## src/rtl/dbg_trap_pkg.sv

```systemverilog
package dbg_trap_pkg;

  localparam int CLS_W = 3;
  localparam int RES_W = 3;
  localparam int LVL_W = 2;

  typedef enum logic [CLS_W-1:0] {
    CLS_PWRDN   = 3'd0,
    CLS_ROM     = 3'd1,
    CLS_GENERAL = 3'd2,
    CLS_COMMS   = 3'd3,
    CLS_UNDEF   = 3'd4,
    CLS_VCSAVE  = 3'd5
  } cls_e;

  typedef enum logic [RES_W-1:0] {
    RES_OK    = 3'd0,
    RES_EL1   = 3'd1,
    RES_EL2   = 3'd2,
    RES_EL3   = 3'd3,
    RES_UNDEF = 3'd4
  } res_e;

  typedef struct packed {
    logic pwr;
    logic rom;
    logic dbg;
    logic comms;
    logic route;
    logic tge;
  } l2_bits_t;

  typedef struct packed {
    logic pwr;
    logic dbg;
    logic comms;
  } l3_bits_t;

endpackage

```

## src/rtl/dbg_l2_gate.sv

```systemverilog
module dbg_l2_gate
  import dbg_trap_pkg::*;
(
  input  logic [CLS_W-1:0] cls_i,
  input  l2_bits_t         bits_i,
  input  logic             fgt_i,
  output logic             hit_o
);

  logic any_route;
  assign any_route = bits_i.route | bits_i.tge;

  always_comb begin
    case (cls_i)
      CLS_PWRDN:   hit_o = bits_i.pwr | any_route;
      CLS_ROM:     hit_o = bits_i.rom | any_route;
      CLS_GENERAL: hit_o = bits_i.dbg | any_route;
      CLS_COMMS:   hit_o = bits_i.dbg | any_route | (fgt_i & bits_i.comms);
      default:     hit_o = 1'b0;
    endcase
  end

endmodule

```

## src/rtl/dbg_l3_gate.sv

```systemverilog
module dbg_l3_gate
  import dbg_trap_pkg::*;
(
  input  logic [CLS_W-1:0] cls_i,
  input  l3_bits_t         bits_i,
  input  logic             fgt_i,
  output logic             hit_o
);

  always_comb begin
    case (cls_i)
      CLS_PWRDN:   hit_o = bits_i.pwr;
      CLS_ROM,
      CLS_GENERAL,
      CLS_VCSAVE:  hit_o = bits_i.dbg;
      CLS_COMMS:   hit_o = bits_i.dbg | (fgt_i & bits_i.comms);
      default:     hit_o = 1'b0;
    endcase
  end

endmodule

```

## src/rtl/dbg_trap_prio.sv

```systemverilog
module dbg_trap_prio
  import dbg_trap_pkg::*;
(
  input  logic [LVL_W-1:0] lvl_i,
  input  logic [CLS_W-1:0] cls_i,
  input  logic             l1_hit_i,
  input  logic             l2_hit_i,
  input  logic             l3_hit_i,
  input  logic             at_top_i,
  output logic [RES_W-1:0] res_o
);

  logic below2, below3, at0, at2;
  assign below2 = (lvl_i < 2'd2);
  assign below3 = (lvl_i != 2'd3);
  assign at0    = (lvl_i == 2'd0);
  assign at2    = (lvl_i == 2'd2);

  always_comb begin
    res_o = RES_OK;
    case (cls_i)
      CLS_PWRDN, CLS_ROM, CLS_GENERAL: begin
        if (below2 && l2_hit_i)      res_o = RES_EL2;
        else if (below3 && l3_hit_i) res_o = RES_EL3;
      end
      CLS_COMMS: begin
        if (at0 && l1_hit_i)           res_o = RES_EL1;
        else if (below2 && l2_hit_i)   res_o = RES_EL2;
        else if (!at_top_i && l3_hit_i) res_o = RES_EL3;
      end
      CLS_VCSAVE: begin
        if (at2 && l3_hit_i) res_o = RES_EL3;
      end
      default: res_o = RES_UNDEF;
    endcase
  end

endmodule

```

## src/rtl/dbg_trap_router.sv

```systemverilog
module dbg_trap_router
  import dbg_trap_pkg::*;
#(
  parameter int MON_W          = 32,
  parameter int COMMS_TRAP_BIT = 12,
  parameter bit REG_OUT        = 1'b1
) (
  input  logic                 clk,
  input  logic                 rst,
  input  logic [LVL_W-1:0]     cur_lvl_i,
  input  logic [CLS_W-1:0]     reg_class_i,
  input  logic                 l2_pwr_trap_i,
  input  logic                 l2_rom_trap_i,
  input  logic                 l2_dbg_trap_i,
  input  logic                 l2_comms_trap_i,
  input  logic                 l2_route_dbg_i,
  input  logic                 hyp_tge_i,
  input  logic                 l3_pwr_trap_i,
  input  logic                 l3_dbg_trap_i,
  input  logic                 l3_comms_trap_i,
  input  logic [MON_W-1:0]     l1_mon_ctrl_i,
  input  logic                 fgt_present_i,
  input  logic                 at_l3_or_mon_i,
  output logic [RES_W-1:0]     result_o
);

  localparam int BIT_SEL = (COMMS_TRAP_BIT < MON_W) ? COMMS_TRAP_BIT : MON_W - 1;

  l2_bits_t l2_bits;
  l3_bits_t l3_bits;
  logic l1_hit, l2_hit, l3_hit;
  logic [RES_W-1:0] verdict;

  assign l2_bits = '{pwr: l2_pwr_trap_i, rom: l2_rom_trap_i, dbg: l2_dbg_trap_i,
                     comms: l2_comms_trap_i, route: l2_route_dbg_i, tge: hyp_tge_i};
  assign l3_bits = '{pwr: l3_pwr_trap_i, dbg: l3_dbg_trap_i, comms: l3_comms_trap_i};
  assign l1_hit  = l1_mon_ctrl_i[BIT_SEL];

  dbg_l2_gate u_l2 (
    .cls_i (reg_class_i),
    .bits_i(l2_bits),
    .fgt_i (fgt_present_i),
    .hit_o (l2_hit)
  );

  dbg_l3_gate u_l3 (
    .cls_i (reg_class_i),
    .bits_i(l3_bits),
    .fgt_i (fgt_present_i),
    .hit_o (l3_hit)
  );

  dbg_trap_prio u_prio (
    .lvl_i   (cur_lvl_i),
    .cls_i   (reg_class_i),
    .l1_hit_i(l1_hit),
    .l2_hit_i(l2_hit),
    .l3_hit_i(l3_hit),
    .at_top_i(at_l3_or_mon_i),
    .res_o   (verdict)
  );

  generate
    if (REG_OUT) begin : g_reg
      logic [RES_W-1:0] res_q;
      always_ff @(posedge clk) begin
        if (rst) res_q <= RES_OK;
        else     res_q <= verdict;
      end
      assign result_o = res_q;

      AST_UNDEF_CLASS: assert property (@(posedge clk) disable iff (rst)
        (reg_class_i == CLS_UNDEF || reg_class_i > CLS_VCSAVE) |=> result_o == RES_UNDEF);
      AST_EL2_ROUTE: assert property (@(posedge clk) disable iff (rst)
        (reg_class_i <= CLS_GENERAL && cur_lvl_i < 2'd2 && (l2_route_dbg_i || hyp_tge_i))
        |=> result_o == RES_EL2);
      AST_EL1_FIRST: assert property (@(posedge clk) disable iff (rst)
        (reg_class_i == CLS_COMMS && cur_lvl_i == 2'd0 && l1_mon_ctrl_i[BIT_SEL])
        |=> result_o == RES_EL1);
      AST_VCSAVE_LEVEL: assert property (@(posedge clk) disable iff (rst)
        (reg_class_i == CLS_VCSAVE && cur_lvl_i != 2'd2) |=> result_o == RES_OK);
      AST_TOP_LEVEL_QUIET: assert property (@(posedge clk) disable iff (rst)
        (reg_class_i <= CLS_GENERAL && cur_lvl_i == 2'd3) |=> result_o == RES_OK);
      AST_CODE_LEGAL: assert property (@(posedge clk) disable iff (rst)
        1'b1 |=> result_o <= RES_UNDEF);
    end else begin : g_comb
      assign result_o = verdict;
    end
  endgenerate

endmodule

```

## config.mk

```make
export PLATFORM = sky130hd
export DESIGN_NAME = dbg_trap_router
export DESIGN_NICKNAME = d
export VERILOG_FILES = /design/src/rtl/dbg_trap_pkg.sv /design/src/rtl/dbg_l2_gate.sv /design/src/rtl/dbg_l3_gate.sv /design/src/rtl/dbg_trap_prio.sv /design/src/rtl/dbg_trap_router.sv
export SDC_FILE = /design/constraint.sdc
export NUM_CORES = 1
export LEC_CHECK = 0
export ABC_AREA = 1
export CAP_MARGIN = 20
export CORE_MARGIN = 2
export CORE_UTILIZATION = 20
export DETAILED_ROUTE_END_ITERATION = 12
export PLACE_DENSITY = 0.88
export SLEW_MARGIN = 5
export SYNTH_ARGS = -nofsm -noshare
export SYNTH_HDL_FRONTEND = slang
export SYNTH_SLANG_ARGS = --single-unit
```

## constraint.sdc

```tcl
create_clock -name clk -period 0.98 [get_ports clk]
set_input_delay 0.147 -clock clk [delete_from_list [all_inputs] [get_ports clk]]
set_output_delay 0.147 -clock clk [all_outputs]
set_load 0.02 [all_outputs]
```

==> impl_metrics.toml <==
[pwr]
ir_worst_vdd_uv = 259
leakage_nw = 0.325
power.density_nw_per_um2 = 881
power.total_mw = 0.550

[layout]
post-route-cell-area_um2 = 624
reg.largest.list = "result_o: 3 flops"
n_fill_cell = 173
drive_gt1_share_pct = 39.1
syn_to_final_growth_pct = 103
antennaDiodeCount = 0
regMostFlops = "result_o"
nets = 138
largest_register_ffs = 3

[synth]
yosysMostFrequentCell = "nand2_1"
ys_seq_area_share_pct = 19.5
synth.top_cells.by_count = "19 x nand2_1, 9 x inv_1, 9 x nand3_1"
synthCells = 57
synth-edff-count = 0
synth_compound_area_share_pct = 15.9
synth-seq-cells = 3
synth_top_family_by_area = "simple AND/OR/NAND/NOR gates"
synth-simple-area-share_pct = 52.4
synth_top_flop_cell = "dfxtp_1"
netlist_area_um2 = 308
synthDistinctLibCells = 13
syn_avg_cell_area_um2 = 5.40
synth_top_cells_by_area = "nand2_1 23%, dfxtp_1 20%, nand3_1 15%"
syn_nets = 107
async_flop_share_pct = 0
synthMuxAreaShare_pct = 0
synth.top_cell.area_share_pct = 23.2
yosys.area.top_type = "nand2_1"
synth_xor_xnor_area_share_pct = 0
synth_fa_ha_area_share_pct = 0
ys_warn_count = 0

[route]
wl_per_cell_um = 9.72
drt_wl_total_um = 1000
ant_nets = 0
vias = 456
drcViolationCount = 0
vias_per_cell = 4.43
drtIter0Drc = 12
dr.pass1.iters = 4

[clocking]
clockBufferDepth = 2
cts_hold_buf = 0
clock-root-buffer = "clkbuf_4"
numCtsBuffers = 3
cts_tree = "built"
clk_pin_slew_ps = 40
cts-htree-levels = 1
cts.sinks = 3

[sta]
finalHoldViolCount = 0
worst_slew_margin_rel_pct = 89.2
setup_viol = 0
maxClockFrequency_mhz = 1100
worstMarginPinSlew_ps = 161
drv_slew = 0
finalCritPeriodShare_pct = 92.8
fin_crit_ps = 910

[worst_setup_path]
startpoint_type = "input pin"
crit_arrival_ps = 1030
crit_type = "in2reg"
cp.required_ps = 1100
cp_max_fo = 3
worst_setup_path_end_kind = "flop"

[placement]
dp_hpwl_um = 781
placed_area_um2 = 568
port_buffers = 21
place.gp.congestion = 0.806

[floorplan]
rows = 14
io_pins = 53
start_util_pct = 20.9
die_w_um = 43.2
die_y_um = 43.2
die_area_um2 = 1870
coreArea_um2 = 1470

[min_path]
hold_class = "in2reg"

[run_status]
status = "completed"

[global_routing]
grt_pass1_vias = 410
grt_util_all_layers_pct = 11.2
overflow = 0
grt_pass1_wl_um = 1550
antenna_found_initial = 0
grt_max_degree = 6

[run]
drv_cap = 0
-- power breakdown --
group	leakage [nW]	switching (mW)	total [mW]	internal, mW
clock network	0.0150	0.0664	0.219	0.153
registers	0.0246	0.00134	0.130	0.129
logic	0.286	0.104	0.200	0.0963
total	0.325	0.172	0.550	0.378
-- stage by stage --
| stage | hold WS [ps] | util, % | std cells | setup TNS (ps) | setup slack [ps] |
|---|---|---|---|---|---|
| detailed placement | 754 | 38.6 | 98 | -1560 | -674 |
| global placement | 745 | 38.6 | 98 | -1370 | -559 |
| finish | 342 | 42.4 | 103 | 0 | 70.2 |
| CTS | 357 | 40.8 | 103 | 0 | 2.21 |
| global route | 346 | 42.4 | 103 | -28.4 | -28.4 |
| floorplan | 216 | - | 57 | 0 | 126 |
-- final timing paths --
| kind | startpoint | endpoint | slack, ps | cells past startpoint |
|---|---|---|---|---|
| worst max-delay path | l3_dbg_trap_i | result_o[0] | 70 | 10 |
| worst min-delay path | reg_class_i[2] | result_o[2] | 340 | 4 |
-- cells in the final DEF (no fill, tap or decap), types with 2 or more instances in the layout --
master,instances
nand2_2,3
a21oi_2,4
a21boi_2,2
buf_4,6
clkdlybuf4s15_1,3
nand3_2,3
nand3_1,6
clkbuf_2,3
nor2_1,2
nor2_2,2
inv_1,9
buf_2,2
dfxtp_1,3
o21ai_2,2
clkbuf_4,3
nand2_1,17
dlygate4sd2_1,9
nand2_4,2
clkdlybuf4s50_1,3
-- worst max-delay path: stages --
cell and delay [ps]:
dlygate4sd2_1 240, inv_1 50, nand2_1 40, nand2_1 50, nand2_1 50, inv_2 80, nand2_2 70, nand2_1 70
a21boi_2 170, a21oi_2 60
-- layer usage --
metal  routed length, um  vias up  global-route usage (%)
met5                   0        -                       0
met4                   8        0                    7.27
met3                  36        2                    2.55
met2                 554       11                    20.0
met1                 402      205                    11.5
li1                    -      238                       -
-- kinds of logic after synthesis --
| group | after synthesis |
|---|---|
| flip-flops | 3 |
| AO/OA/AOI/OAI | 8 |
| buffers and inverters | 10 |
| AND/OR/NAND/NOR | 36 |
-- what timing repair did --
action	4_1_cts	5_1_grt
buffers inserted	1	0
gates resized for setup	36	18
setup endpoints to repair	5	5
pin swaps	21	10
-- layout make-up --
class | count | area (um2) | share of cell area (%)
well taps | 16 | 20.0 | 3.21
repair buffers | 26 | 209 | 33.5
multi-input cells | 44 | 272 | 43.5
flip-flops and latches | 3 | 60.1 | 9.62
clock buffers | 4 | 26.3 | 4.21
inverters | 10 | 37.5 | 6.01
Note: power is estimated with default switching activity, not from simulation.
